### src/rtl/tx_abort_pkg.sv
package tx_abort_pkg;

  typedef enum logic [2:0] {
    ST_FWD   = 3'd0,
    ST_JAM   = 3'd1,
    ST_FLUSH = 3'd2,
    ST_NEXT  = 3'd3,
    ST_WAIT  = 3'd4
  } seq_st_e;

  // event bit positions, software decodes these
  localparam int unsigned EV_UN = 0;
  localparam int unsigned EV_RL = 1;
  localparam int unsigned EV_LC = 2;
  localparam int unsigned EV_N  = 3;

  typedef struct packed {
    logic un;
    logic lc;
    logic rl;
  } cause_t;

  function automatic logic [EV_N-1:0] cause_to_ev(input cause_t c);
    logic [EV_N-1:0] v;
    v        = '0;
    v[EV_UN] = c.un;
    v[EV_RL] = c.rl;
    v[EV_LC] = c.lc;
    return v;
  endfunction

endpackage

### src/rtl/tas_slot_timer.sv
module tas_slot_timer #(
  parameter int unsigned NIB_W     = 4,
  parameter int unsigned SLOT_BITS = 512
) (
  input  logic clk,
  input  logic rst_n,
  input  logic act_i,
  input  logic col_i,
  output logic late_o
);
  localparam int unsigned SLOT_NIBS = SLOT_BITS / NIB_W;
  localparam int unsigned SAT       = SLOT_NIBS + 1;
  localparam int unsigned CNT_W     = $clog2(SAT + 1);

  logic             act_q;
  logic [CNT_W-1:0] cnt_q;
  logic             frm_start;
  logic [CNT_W-1:0] nib_idx;

  function automatic logic [CNT_W-1:0] sat_inc(input logic [CNT_W-1:0] v);
    return (v >= CNT_W'(SAT)) ? CNT_W'(SAT) : v + 1'b1;
  endfunction

  // nibble idx covers bits 4*idx .. 4*idx+3; late once more than SLOT_BITS elapsed
  function automatic logic is_late(input logic [CNT_W-1:0] idx);
    return idx >= CNT_W'(SLOT_NIBS);
  endfunction

  assign frm_start = act_i & ~act_q;
  assign nib_idx   = frm_start ? '0 : cnt_q;
  assign late_o    = col_i & act_i & is_late(nib_idx);

  always_ff @(posedge clk or negedge rst_n) begin
    if (!rst_n) begin
      act_q <= 1'b0;
      cnt_q <= '0;
    end else begin
      act_q <= act_i;
      if (act_i) cnt_q <= frm_start ? CNT_W'(1) : sat_inc(cnt_q);
    end
  end

  a_r11_cnt_bounded: assert property (@(posedge clk) disable iff (!rst_n)
    cnt_q <= CNT_W'(SAT));

endmodule

### src/rtl/tas_cause_arb.sv
module tas_cause_arb
  import tx_abort_pkg::*;
(
  input  logic   clk,
  input  logic   rst_n,
  input  logic   en_i,
  input  logic   un_i,
  input  logic   lc_i,
  input  logic   rl_i,
  output cause_t win_o,
  output logic   any_o
);
  always_comb begin
    win_o = '0;
    if (en_i) begin
      if (un_i)      win_o.un = 1'b1;
      else if (lc_i) win_o.lc = 1'b1;
      else if (rl_i) win_o.rl = 1'b1;
    end
  end

  assign any_o = win_o.un | win_o.lc | win_o.rl;

  a_r7_single_winner: assert property (@(posedge clk) disable iff (!rst_n)
    $onehot0(win_o));

  a_r7_underrun_first: assert property (@(posedge clk) disable iff (!rst_n)
    (en_i && un_i) |-> win_o.un);

endmodule

### src/rtl/tas_event_regs.sv
module tas_event_regs #(
  parameter int unsigned N = 3
) (
  input  logic         clk,
  input  logic         rst_n,
  input  logic [N-1:0] set_i,
  input  logic [N-1:0] clr_i,
  input  logic [N-1:0] mask_i,
  output logic [N-1:0] ev_o,
  output logic [N-1:0] irq_o
);
  logic [N-1:0] ev_q;

  always_ff @(posedge clk or negedge rst_n) begin
    if (!rst_n) ev_q <= '0;
    else        ev_q <= (ev_q & ~clr_i) | set_i;
  end

  assign ev_o  = ev_q;
  assign irq_o = ev_q & mask_i;

  a_r8_set_sticks: assert property (@(posedge clk) disable iff (!rst_n)
    (set_i != '0) |=> ((ev_q & $past(set_i)) == $past(set_i)));

  a_r8_hold_no_clr: assert property (@(posedge clk) disable iff (!rst_n)
    (clr_i == '0) |=> ((ev_q & $past(ev_q)) == $past(ev_q)));

endmodule

### src/rtl/tas_jam_gen.sv
module tas_jam_gen #(
  parameter int unsigned CRC_W = 32,
  parameter int unsigned NIB_W = 4
) (
  input  logic             clk,
  input  logic             rst_n,
  input  logic             load_i,
  input  logic [CRC_W-1:0] crc_i,
  input  logic             step_i,
  output logic [NIB_W-1:0] first_o,
  output logic [NIB_W-1:0] nib_o,
  output logic             done_o
);
  localparam int unsigned JAM_NIBS = CRC_W / NIB_W;
  localparam int unsigned K_W      = $clog2(JAM_NIBS + 1);

  logic [CRC_W-1:0] inv_q;
  logic [K_W-1:0]   k_q;

  function automatic logic [NIB_W-1:0] pick(input logic [CRC_W-1:0] v,
                                            input logic [K_W-1:0] k);
    logic [NIB_W-1:0] r;
    r = '0;
    for (int i = 0; i < JAM_NIBS; i++)
      if (k == K_W'(i)) r = v[i*NIB_W +: NIB_W];
    return r;
  endfunction

  assign first_o = pick(~crc_i, '0);
  assign nib_o   = pick(inv_q, k_q);
  assign done_o  = (k_q == K_W'(JAM_NIBS));

  always_ff @(posedge clk or negedge rst_n) begin
    if (!rst_n) begin
      inv_q <= '0;
      k_q   <= K_W'(JAM_NIBS);
    end else if (load_i) begin
      inv_q <= ~crc_i;
      k_q   <= K_W'(1);
    end else if (step_i && !done_o) begin
      k_q <= k_q + 1'b1;
    end
  end

  a_r2_index_bounded: assert property (@(posedge clk) disable iff (!rst_n)
    k_q <= K_W'(JAM_NIBS));

endmodule

### src/rtl/tx_abort_seq.sv
module tx_abort_seq
  import tx_abort_pkg::*;
#(
  parameter int unsigned NIB_W     = 4,
  parameter int unsigned CRC_W     = 32,
  parameter int unsigned SLOT_BITS = 512
) (
  input  logic             clk,
  input  logic             rst_n,
  input  logic [NIB_W-1:0] tx_nib_i,
  input  logic             tx_act_i,
  input  logic             underrun_i,
  input  logic             col_i,
  input  logic             retry_exh_i,
  input  logic [CRC_W-1:0] crc_i,
  input  logic             dsc_more_i,
  input  logic [EV_N-1:0]  ev_clr_i,
  input  logic [EV_N-1:0]  irq_mask_i,
  output logic [NIB_W-1:0] tx_nib_o,
  output logic             tx_en_o,
  output logic             col_retry_o,
  output logic             dsc_close_o,
  output logic             dsc_next_o,
  output logic [EV_N-1:0]  ev_o,
  output logic [EV_N-1:0]  irq_o
);
  seq_st_e          st_q;
  logic             in_fwd;
  logic             late_hit;
  logic             abort_go;
  cause_t           win;
  logic [EV_N-1:0]  ev_set;
  logic [NIB_W-1:0] jam_first;
  logic [NIB_W-1:0] jam_nib;
  logic             jam_done;
  logic             jam_step;

  assign in_fwd = (st_q == ST_FWD);

  tas_slot_timer #(.NIB_W(NIB_W), .SLOT_BITS(SLOT_BITS)) u_timer (
    .clk    (clk),
    .rst_n  (rst_n),
    .act_i  (tx_act_i),
    .col_i  (col_i),
    .late_o (late_hit)
  );

  tas_cause_arb u_arb (
    .clk   (clk),
    .rst_n (rst_n),
    .en_i  (in_fwd),
    .un_i  (underrun_i & tx_act_i),
    .lc_i  (late_hit),
    .rl_i  (retry_exh_i),
    .win_o (win),
    .any_o (abort_go)
  );

  assign ev_set = cause_to_ev(win);

  tas_event_regs #(.N(EV_N)) u_ev (
    .clk    (clk),
    .rst_n  (rst_n),
    .set_i  (ev_set),
    .clr_i  (ev_clr_i),
    .mask_i (irq_mask_i),
    .ev_o   (ev_o),
    .irq_o  (irq_o)
  );

  assign jam_step = (st_q == ST_JAM);

  tas_jam_gen #(.CRC_W(CRC_W), .NIB_W(NIB_W)) u_jam (
    .clk     (clk),
    .rst_n   (rst_n),
    .load_i  (win.un),
    .crc_i   (crc_i),
    .step_i  (jam_step),
    .first_o (jam_first),
    .nib_o   (jam_nib),
    .done_o  (jam_done)
  );

  // early collision goes to the retry logic unless an abort takes the cycle
  assign col_retry_o = in_fwd & tx_act_i & col_i & ~late_hit & ~underrun_i & ~retry_exh_i;
  assign dsc_close_o = (st_q == ST_FLUSH) & dsc_more_i;
  assign dsc_next_o  = (st_q == ST_NEXT);

  always_ff @(posedge clk or negedge rst_n) begin
    if (!rst_n) begin
      st_q     <= ST_FWD;
      tx_en_o  <= 1'b0;
      tx_nib_o <= '0;
    end else begin
      unique case (st_q)
        ST_FWD: begin
          if (win.un) begin
            st_q     <= ST_JAM;
            tx_en_o  <= 1'b1;
            tx_nib_o <= jam_first;
          end else if (abort_go) begin
            st_q     <= ST_FLUSH;
            tx_en_o  <= 1'b0;
            tx_nib_o <= '0;
          end else begin
            tx_en_o  <= tx_act_i;
            tx_nib_o <= tx_act_i ? tx_nib_i : '0;
          end
        end
        ST_JAM: begin
          if (!jam_done) begin
            tx_en_o  <= 1'b1;
            tx_nib_o <= jam_nib;
          end else begin
            st_q     <= ST_FLUSH;
            tx_en_o  <= 1'b0;
            tx_nib_o <= '0;
          end
        end
        ST_FLUSH: if (!dsc_more_i) st_q <= ST_NEXT;
        ST_NEXT:  st_q <= tx_act_i ? ST_WAIT : ST_FWD;
        ST_WAIT:  if (!tx_act_i) st_q <= ST_FWD;
        default:  st_q <= ST_FWD;
      endcase
    end
  end

  a_r2_jam_drives: assert property (@(posedge clk) disable iff (!rst_n)
    (st_q == ST_JAM) |-> tx_en_o);

  a_r4_abort_quiet: assert property (@(posedge clk) disable iff (!rst_n)
    (win.rl || win.lc) |=> !tx_en_o);

  a_r5_next_single: assert property (@(posedge clk) disable iff (!rst_n)
    dsc_next_o |=> !dsc_next_o);

  a_r6_wait_silent: assert property (@(posedge clk) disable iff (!rst_n)
    (st_q == ST_WAIT) |-> !tx_en_o);

  a_r12_no_cause_outside: assert property (@(posedge clk) disable iff (!rst_n)
    !in_fwd |-> (ev_set == '0));

endmodule

### config.mk
export PLATFORM = sky130hd
export DESIGN_NAME = tx_abort_seq
export DESIGN_NICKNAME = d
export VERILOG_FILES = /design/src/rtl/tx_abort_pkg.sv /design/src/rtl/tas_slot_timer.sv /design/src/rtl/tas_cause_arb.sv /design/src/rtl/tas_event_regs.sv /design/src/rtl/tas_jam_gen.sv /design/src/rtl/tx_abort_seq.sv
export SDC_FILE = /design/constraint.sdc
export NUM_CORES = 1
export LEC_CHECK = 0
export CAP_MARGIN = 25
export CORE_ASPECT_RATIO = 1.25
export CORE_MARGIN = 2
export CORE_UTILIZATION = 40
export DETAILED_ROUTE_END_ITERATION = 8
export DONT_BUFFER_PORTS = 1
export PLACE_DENSITY_LB_ADDON = 0.1
export SYNTH_ARGS = -nofsm -noshare
export SYNTH_HDL_FRONTEND = slang
export SYNTH_SLANG_ARGS = --single-unit
### constraint.sdc
create_clock -name clk -period 2 [get_ports clk]
set_input_delay 0.1 -clock clk [delete_from_list [all_inputs] [get_ports clk]]
set_output_delay 0.1 -clock clk [all_outputs]
set_load 0.03 [all_outputs]
==> results.sh, run 1 <==
export IMPL_status="finished clean"
export IMPL_slowest_stage="or4b_1"
export IMPL_core_area_sq_um=6930
export IMPL_grt_pass1_vias=2348
export IMPL_combPwrFrac_pct=37.2
export IMPL_globalplace_congestion=0.755
export IMPL_clock_path_buffers=2
export IMPL_grt_use_met2_pct=33.0
export IMPL_setup_tns_ns=0
export IMPL_grt_pass1_wl_mm=11.7
export IMPL_grt_busiest_layer="met2"
export IMPL_use_met3_pct=4.49
export IMPL_clock_sinks=56
export IMPL_portBuffers=0
export IMPL_areaGrowthSynthToFinish_pct=24.0
export IMPL_antenna_cells=0
export IMPL_design_area_sq_um=3540
export IMPL_most_common_layout_cells="dfrtp_1 (55), nand2_1 (48), dlygate4sd3_1 (42)"
export IMPL_drtPass1Iterations=4
export IMPL_ys_warn_count=0
export IMPL_synth_area_sq_um=2860
export IMPL_antenna_left=0
export IMPL_met1_usage_pct=22.9
export IMPL_hold_violations=0
export IMPL_async_reset_ff_share_pct=100
export IMPL_arrival_ns=2.10
export IMPL_drc=0
export IMPL_crit_path_cell_trace="ha_1 -> nor4b_1 -> a2bb2oi_2 -> or4b_1 -> o221ai_1"
export IMPL_maxClockFrequency_mhz=536
export IMPL_clockPowerShare_pct=16.7
export IMPL_syn_area_per_cell_sq_um=9.53
export IMPL_dp_hpwl_mm=5.12
export IMPL_irDropWorstVdd_mv=0.596
export IMPL_start_util_pct=41.2
export IMPL_p_switching_mw=1.77
export IMPL_track_usage_pct=18.8
export IMPL_finish_utilization_pct=51.1
export IMPL_worstHoldPathType="input pin to register"
export IMPL_required_ns=2.24
export IMPL_synth_edf_count=0
export IMPL_setup_violations=0
export IMPL_cts_tree="yes"
export IMPL_detail_route_vias_per_cell=5.36
export IMPL_netlist_instances=300
export IMPL_grt_overflow_total=0
export IMPL_cts_htree_levels=2
export IMPL_nets=397
export IMPL_fin_crit_sh_pct=93.3
export IMPL_antenna_found_initial=0
export IMPL_tightest_slew_ns=0.492
export IMPL_p_leak_nw=1.57
export IMPL_synth_ff_type="dfrtp_1"
export IMPL_final_common_cell="dfrtp_1"
export IMPL_finalClockSkew_ns=0.0129
export IMPL_routed_wl_mm=7.12
export IMPL_placedCellCount=381
export IMPL_setup_slack_ns=0.134
export IMPL_switching_share_pct=39.5
export IMPL_worst_setup_path_end_kind="register"
export IMPL_final_max_slew_viol_count=0
export IMPL_critical_path_startpoint_type="register"
export IMPL_via_count=2317
export IMPL_min_period_ns=1.87
export IMPL_clkTransAtPathRegs_ns=0.11
export IMPL_die_h_um=98.5
export IMPL_die_area_sq_um=7840
export IMPL_maxCapViolCount=0
export IMPL_cp_slowest_stage_delay_ns=0.53
export IMPL_numCtsBuffers=5
export IMPL_path_max_fanout=11
export IMPL_syn_nets=356
export IMPL_final_layout_size_suffix_gt1_share_pct=8.19
export IMPL_io_pins=63
export IMPL_p_per_area_nw_per_um2=1270
export IMPL_place_ws_ns=0.0304
export IMPL_p_int_mw=2.72
export IMPL_ys_seq_area_share_pct=49.1
export IMPL_place_area_sq_um=2970
export IMPL_die_w_um=79.6
export IMPL_drtIter0Drc=122
export IMPL_slew_headroom_pct=67.2
export IMPL_path_buf_inv=0
export IMPL_ys_ff_latch=56
export IMPL_p_seq_share_pct=46.1
export IMPL_cts_root_buf="clkbuf_8"
export IMPL_cts_setup_buffers=0
export IMPL_synth_cell_types=47
export IMPL_grt_max_degree=57
export IMPL_critical_path_top_delay_family="simple AND/OR/NAND/NOR gates"
export IMPL_final_cells=432
export IMPL_rsz0062_at_grt="no"
export IMPL_fillers=661
export IMPL_clock_latency_ns=0.31
export IMPL_avgRoutedWirePerCell_um=16.5
export IMPL_row_count=34
export IMPL_criticalPathCategory="register to register"
==> flip-flops by register name, summed over array words and instances, names as in the netlist <==
signal / cells
u_timer.act_q: 1
u_timer.cnt_q: 8
u_jam.inv_q: 32
tx_nib_o: 4
u_jam.k_q: 4
st_q: 3
tx_en_o: 1
u_ev.ev_o: 3
==> Yosys cell counts (4+ instances only) <==
master    count  share of area (%)
o21ai_0       6                1.1
a21o_1        6                1.6
clkbuf_1     11                1.4
buf_2         6                1.1
dfrtp_1      55                 48
a211oi_1      5                1.3
a21oi_1       6                1.1
nor2b_1       9                2.0
nor2_1       11                1.4
a221oi_1      4                1.2
o21ai_1      32                5.6
o22ai_1       4               0.88
nand3b_1      5                1.3
inv_1        14                1.8
nand4_1       5                1.1
and2_1        4               0.88
ha_1          7                3.1
nand3_1       9                1.6
nand2_1      48                6.3
mux2i_1       7                2.5
==> per-stage QoR <==
| step | power [mW] | hold slack, ns |
|---|---|---|
| 6_report | 4.49 | 0.00563 |
| 5_1_grt | 4.84 | 0.0103 |
| 4_1_cts | 4.54 | 0.00725 |
| 3_5_place_dp | 3.66 | -0.194 |
| 3_3_place_gp | 3.64 | -0.194 |
| 2_1_floorplan | 3.22 | -0.196 |
==> final timing paths <==
path / endpoint / slack, ns / cells after the start / start
setup / recovery: u_timer.cnt_q[5] / 0.13 / 5 / u_timer.cnt_q[0]
min in group asynchronous: u_jam.inv_q[9] / 0.30 / 2 / rst_n
hold / removal: u_ev.ev_o[2] / 0.006 / 2 / tx_act_i
hold reg to reg: u_jam.inv_q[20] / 0.50 / 2 / u_jam.inv_q[20]
max in group asynchronous: u_jam.k_q[3] / 1.41 / 2 / rst_n
setup reg to reg: u_timer.cnt_q[5] / 0.13 / 5 / u_timer.cnt_q[0]
==> what timing repair did <==
action	4_1_cts	5_1_grt
endpoints found under the hold margin	105	0
endpoints found under the setup margin	0	8
resized for setup	0	3
hold buffers	43	0
==> cells by family after synthesis <==
family / Yosys count / share of synthesized area [%]
muxes: 7 / 2.45
xor gates and xnor gates: 2 / 0.613
DFF: 56 / 49.1
and+or+nand+nor: 111 / 20.8
buffers and inverters: 34 / 5.52
adders and majority gates: 7 / 3.06
AOI/OAI and AO/OA: 83 / 18.5
==> cell type report <==
| cell class | instances | area [sq um] | area share (%) |
|---|---|---|---|
| clock buffers | 5 | 68.8 | 1.94 |
| clock inverters | 3 | 42.5 | 1.20 |
| inverters | 14 | 52.6 | 1.48 |
| multi-input cells | 210 | 1310 | 36.9 |
| flip-flops and latches | 56 | 1400 | 39.6 |
| well taps | 90 | 113 | 3.18 |
| repair buffers | 54 | 556 | 15.7 |
==> power groups by stage <==
| stage | Clock (mW) | Combinational (mW) | Sequential (mW) |
|---|---|---|---|
| after floorplan | 0 | 1.32 | 1.90 |
| after global placement | 0 | 1.54 | 2.10 |
| after detailed placement | 0 | 1.57 | 2.10 |
| after CTS | 0.775 | 1.68 | 2.08 |
| after global routing | 0.807 | 1.90 | 2.14 |
| final | 0.750 | 1.67 | 2.07 |
==> per-layer routing <==
layer,vias to the layer above,wire [um]
met3,7,397
met2,52,3620
li1,1150,-
met5,-,0
met4,0,93
met1,1108,3010
Power figures use the tool's default switching activity.
==> inputs of run 2 (changes only) <==
--- a/config.mk
+++ b/config.mk
@@ -7,7 +7,6 @@
 export LEC_CHECK = 0
 export CAP_MARGIN = 25
 export CORE_ASPECT_RATIO = 1.25
-export CORE_MARGIN = 2
 export CORE_UTILIZATION = 40
 export DETAILED_ROUTE_END_ITERATION = 8
 export DONT_BUFFER_PORTS = 1
==> run 2 against run 1 <==
  * Cell area down 0.56%
  * Cell count unchanged
  * Via count fell by 1.1%
  * Combinational power barely moved
  * Clock skew down 0.0010 ns
  * Routed wire length decreased by 2.9%
  * Register-to-register slack better by 0.05 ns
  * Non-clock buffer count unchanged
  * Count of clock-buffer cells in the layout rose by 1
==> results.sh, run 2 (synthesis results as in run 1) <==
export IMPL_drtPass1Iterations=4
export IMPL_p_int_mw=2.62
export IMPL_cts_root_buf="clkbuf_8"
export IMPL_nets=397
export IMPL_regMostFlops="u_jam.inv_q"
export IMPL_final_layout_size_suffix_gt1_share_pct=8.77
export IMPL_hold_path_endpoint="u_ev.ev_o[2]"
export IMPL_via_count=2291
export IMPL_timing_rr_end="u_timer.cnt_q[5]"
export IMPL_numCtsBuffers=5
export IMPL_tightest_slew_ns=0.644
export IMPL_rsz0062_at_grt="no"
export IMPL_globalplace_congestion=0.824
export IMPL_grt_pass1_wl_mm=11.4
export IMPL_grt_overflow_total=0
export IMPL_avgRoutedWirePerCell_um=16.0
export IMPL_min_period_ns=1.82
export IMPL_arrival_ns=2.05
export IMPL_grt_pass1_vias=2230
export IMPL_switching_share_pct=40.2
export IMPL_final_max_slew_viol_count=0
export IMPL_drc=0
export IMPL_core_area_sq_um=6930
export IMPL_areaGrowthSynthToFinish_pct=23.3
export IMPL_hold_violations=0
export IMPL_detail_route_vias_per_cell=5.30
export IMPL_die_w_um=77.6
export IMPL_finalClockSkew_ns=0.0119
export IMPL_p_leak_nw=1.55
export IMPL_path_max_fanout=11
export IMPL_grt_max_degree=70
export IMPL_whs_ns=0.0146
export IMPL_cts_tree="yes"
export IMPL_cts_htree_levels=2
export IMPL_antenna_cells=0
export IMPL_place_ws_ns=-0.0479
export IMPL_cts_setup_buffers=0
export IMPL_maxClockFrequency_mhz=550
export IMPL_r2r_start="u_timer.cnt_q[0]"
export IMPL_status="finished clean"
export IMPL_holdPathStages=2
export IMPL_clockPowerShare_pct=14.9
export IMPL_r2r_cells=5
export IMPL_routed_wl_mm=6.91
export IMPL_worstHoldStart="col_i"
export IMPL_setup_tns_ns=0
export IMPL_clock_latency_ns=0.31
export IMPL_clkTransAtPathRegs_ns=0.11
export IMPL_most_common_layout_cells="dfrtp_1 (55), nand2_1 (48), dlygate4sd3_1 (43)"
export IMPL_portBuffers=0
export IMPL_slew_headroom_pct=57.1
export IMPL_fillers=661
export IMPL_row_count=34
export IMPL_dp_hpwl_mm=4.75
export IMPL_setup_violations=0
export IMPL_p_seq_share_pct=47.3
export IMPL_critical_path_startpoint_type="register"
export IMPL_track_usage_pct=19.4
export IMPL_irDropWorstVdd_mv=0.428
export IMPL_reg_top3="u_jam.inv_q (32), u_timer.cnt_q (8)"
export IMPL_setup_slack_ns=0.183
export IMPL_worst_setup_path_end_kind="register"
export IMPL_antenna_left=0
export IMPL_r2r_slack_ns=0.18
export IMPL_p_switching_mw=1.76
export IMPL_die_area_sq_um=7490
export IMPL_clock_path_buffers=2
export IMPL_io_pins=63
export IMPL_final_common_cell="dfrtp_1"
export IMPL_required_ns=2.23
export IMPL_p_per_area_nw_per_um2=1240
export IMPL_antenna_found_initial=0
export IMPL_die_h_um=96.5
export IMPL_start_util_pct=41.2
export IMPL_criticalPathCategory="register to register"
export IMPL_startpoint="u_timer.cnt_q[0]"
export IMPL_report_power_total_mw=4.38
export IMPL_maxCapViolCount=0
export IMPL_clock_sinks=56
export IMPL_drtIter0Drc=104
export IMPL_combPwrFrac_pct=37.8
export IMPL_largest_reg_flops=32
export IMPL_fin_crit_sh_pct=90.9
export IMPL_worstHoldPathType="input pin to register"
==> run 2: how the worst max path moves through the flow <==
stage | end | slack, ns | depth (start not counted)
floorplan | tx_nib_o[2] | 0.38 | 7
global placement | tx_nib_o[0] | -0.06 | 6
detailed placement | tx_nib_o[0] | -0.05 | 6
CTS | u_timer.cnt_q[4] | 0.02 | 6
global route | u_timer.cnt_q[5] | 0.05 | 6
finish | u_timer.cnt_q[5] | 0.18 | 5
==> run 2: layout make-up <==
| class | instances | area (sq um) | area share, % |
|---|---|---|---|
| flip-flops and latches | 56 | 1400 | 39.8 |
| multi-input cells | 210 | 1330 | 37.7 |
| repair buffers | 54 | 533 | 15.1 |
| well taps | 90 | 113 | 3.20 |
| clock buffers | 6 | 82.6 | 2.34 |
| inverters | 14 | 52.6 | 1.49 |
| clock inverters | 2 | 10.0 | 0.284 |
==> run 2: metrics by stage <==
stage          area, sq um  std cells  util (%)
2_1_floorplan         2860        300         -
4_1_cts               3490        432      50.4
6_report              3520        432      50.8
3_3_place_gp          2940        380      42.4
5_1_grt               3520        432      50.8
3_5_place_dp          2940        380      42.4
==> run 2: metal layers <==
layer  up-vias  part of all wire [%]  track usage, %  wire (um)
met5         -                     0               0          0
met4         0                  0.88            4.25         61
met3         7                   4.7            4.51        325
met2        48                    49            33.5       3410
met1      1093                    45            24.9       3110
li1       1143                     -               -          -
==> run 2: critical path: stages, from the launching register on <==
cell,delay (ns)
dfrtp_1,0.43
ha_1,0.23
nor4b_2,0.28
a2bb2oi_2,0.19
or4b_1,0.53
o221ai_1,0.08
==> run 2: power groups by stage <==
stage          Sequential, mW  Clock (mW)  Combinational [mW]
2_1_floorplan            1.90           0                1.32
3_5_place_dp             2.09           0                1.53
3_3_place_gp             2.09           0                1.51
4_1_cts                  2.07       0.677                1.65
6_report                 2.07       0.652                1.66
5_1_grt                  2.14       0.709                1.90
==> run 2: repair_timing <==
action	4_1_cts	5_1_grt
hold endpoints to repair	105	0
gates resized for setup	1	6
endpoints found under the setup margin	3	9
hold buffers	44	0
pin swaps	0	0
==> inputs of run 3 (changes only) <==
--- a/config.mk
+++ b/config.mk
@@ -5,11 +5,11 @@
 export SDC_FILE = /design/constraint.sdc
 export NUM_CORES = 1
 export LEC_CHECK = 0
-export CAP_MARGIN = 25
-export CORE_ASPECT_RATIO = 1.25
+export CAP_MARGIN = 20
 export CORE_UTILIZATION = 40
 export DETAILED_ROUTE_END_ITERATION = 8
 export DONT_BUFFER_PORTS = 1
+export HOLD_SLACK_MARGIN = 0.15
 export PLACE_DENSITY_LB_ADDON = 0.1
 export SYNTH_ARGS = -nofsm -noshare
 export SYNTH_HDL_FRONTEND = slang
==> run 3 against run 2 <==
  * First-iteration DRC count decreased by 21%
  * Clock skew decreased by 0.0069 ns
  * Sequential cell count unchanged
  * Utilization increased by 2.0 points
  * Global-route usage increased by 0.13 points
  * Fmax decreased by 1.7%
  * Critical path depth unchanged
  * Worst setup slack got worse by 0.032 ns
  * Critical path type unchanged
  * Critical endpoint is now tx_nib_o[2]
==> results.sh, run 3 (synthesis results as in run 1) <==
export IMPL_setup_violations=0
export IMPL_cts_root_buf="clkbuf_8"
export IMPL_io_pins=63
export IMPL_clkTransAtPathRegs_ns=0.10
export IMPL_die_area_sq_um=7490
export IMPL_r2r_slack_ns=0.15
export IMPL_irDropWorstVdd_mv=0.582
export IMPL_status="finished clean"
export IMPL_dp_hpwl_mm=4.64
export IMPL_final_cells=446
export IMPL_nets=405
export IMPL_clock_latency_ns=0.31
export IMPL_seq_area_sq_um=1400
export IMPL_r2r_start="u_timer.act_q"
export IMPL_largest_reg_flops=32
export IMPL_hold_violations=0
export IMPL_avgRoutedWirePerCell_um=15.3
export IMPL_design_area_sq_um=3610
export IMPL_whs_ns=0.174
export IMPL_via_count=2347
export IMPL_die_w_um=86.5
export IMPL_startpoint="u_timer.act_q"
export IMPL_grt_max_degree=57
export IMPL_reg_top3="u_jam.inv_q (32), u_timer.cnt_q (8)"
export IMPL_clock_path_buffers=2
export IMPL_maxCapViolCount=0
export IMPL_detail_route_vias_per_cell=5.26
export IMPL_drtPass1Iterations=4
export IMPL_antenna_cells=0
export IMPL_report_power_total_mw=4.47
export IMPL_core_area_sq_um=6830
export IMPL_drtIter0Drc=82
export IMPL_fin_crit_sh_pct=92.5
export IMPL_required_ns=2.22
export IMPL_min_period_ns=1.85
export IMPL_maxClockFrequency_mhz=541
export IMPL_start_util_pct=41.8
export IMPL_fillers=669
export IMPL_cts_htree_levels=2
export IMPL_grt_overflow_total=0
export IMPL_slew_headroom_pct=55.2
export IMPL_cts_tree="yes"
export IMPL_cts_setup_buffers=0
export IMPL_final_max_slew_viol_count=0
export IMPL_setup_tns_ns=0
export IMPL_place_area_sq_um=2960
export IMPL_placedCellCount=388
export IMPL_drc=0
export IMPL_track_usage_pct=19.5
export IMPL_path_max_fanout=4
export IMPL_multiInputGateArea_sq_um=1310
export IMPL_row_count=30
export IMPL_die_h_um=86.5
export IMPL_p_leak_nw=1.59
export IMPL_worst_setup_path_end_kind="register"
export IMPL_clock_sinks=56
export IMPL_routed_wl_mm=6.84
export IMPL_areaGrowthSynthToFinish_pct=26.3
export IMPL_critical_path_startpoint_type="register"
export IMPL_regMostFlops="u_jam.inv_q"
export IMPL_final_layout_size_suffix_gt1_share_pct=8.29
export IMPL_grt_pass1_wl_mm=11.3
export IMPL_tightest_slew_ns=0.672
export IMPL_antenna_left=0
export IMPL_criticalPathCategory="register to register"
export IMPL_most_common_layout_cells="dfrtp_1 (55), nand2_1 (48), dlygate4sd3_1 (48)"
export IMPL_globalplace_congestion=0.810
export IMPL_worstHoldPathType="input pin to register"
export IMPL_finalClockSkew_ns=0.00507
export IMPL_final_common_cell="dfrtp_1"
export IMPL_portBuffers=0
export IMPL_antenna_found_initial=0
export IMPL_p_per_area_nw_per_um2=1240
export IMPL_rsz0062_at_grt="no"
export IMPL_arrival_ns=2.07
export IMPL_worstHoldStart="underrun_i"
export IMPL_grt_pass1_vias=2238
export IMPL_numCtsBuffers=5
==> run 3: final cells by class <==
type	instances	area share [%]
clock buffer	5	1.91
clock inverter	3	1.18
inverter	14	1.46
multi-input combinational	210	36.4
sequential	56	38.9
tap	96	3.33
timing repair buffer	62	16.9
==> run 3: final timing paths <==
| path | endpoint | cells past startpoint |
|---|---|---|
| setup / recovery | tx_nib_o[2] | 5 |
| setup reg to reg | tx_nib_o[2] | 5 |
| max in group asynchronous | u_jam.k_q[3] | 2 |
| min in group asynchronous | st_q[2] | 2 |
| hold reg to reg | u_jam.inv_q[3] | 2 |
| hold / removal | u_jam.inv_q[2] | 2 |
==> run 3: stage by stage <==
step	setup WS (ns)	util, %
2_1_floorplan	0.380	-
3_3_place_gp	0.0732	43.4
3_5_place_dp	0.122	43.4
4_1_cts	0.0493	52.6
5_1_grt	0.0213	52.8
6_report	0.151	52.8
==> run 3: metal layers <==
metal  global-route usage, %  vias up  part of all wire [%]
li1                        -     1168                     -
met1                    27.0     1114                    47
met2                    31.3       57                    47
met3                    3.43        8                   4.3
met4                    6.21        0                   1.3
met5                       0        -                     0
==> run 3: repair_timing <==
| action | in CTS | in global routing |
|---|---|---|
| endpoints found under the setup margin | 0 | 9 |
| hold buffers | 50 | 0 |
| endpoints found under the hold margin | 109 | 0 |
| resized for setup | 0 | 5 |
==> run 3: worst max-delay path, cell delays in order, from the launching register on <==
cell and delay (ns):
dfrtp_1 0.43, nand3_1 0.10, nor4bb_2 0.43, nand3_1 0.13, dlygate4sd3_1 0.60, o2111ai_1 0.08
==> run 3: where the power goes <==
part	leakage (nW)	total (mW)	switching, mW	internal (mW)
clock network	0.0541	0.747	0.376	0.371
registers	0.708	2.08	0.514	1.57
logic	0.829	1.65	0.878	0.768
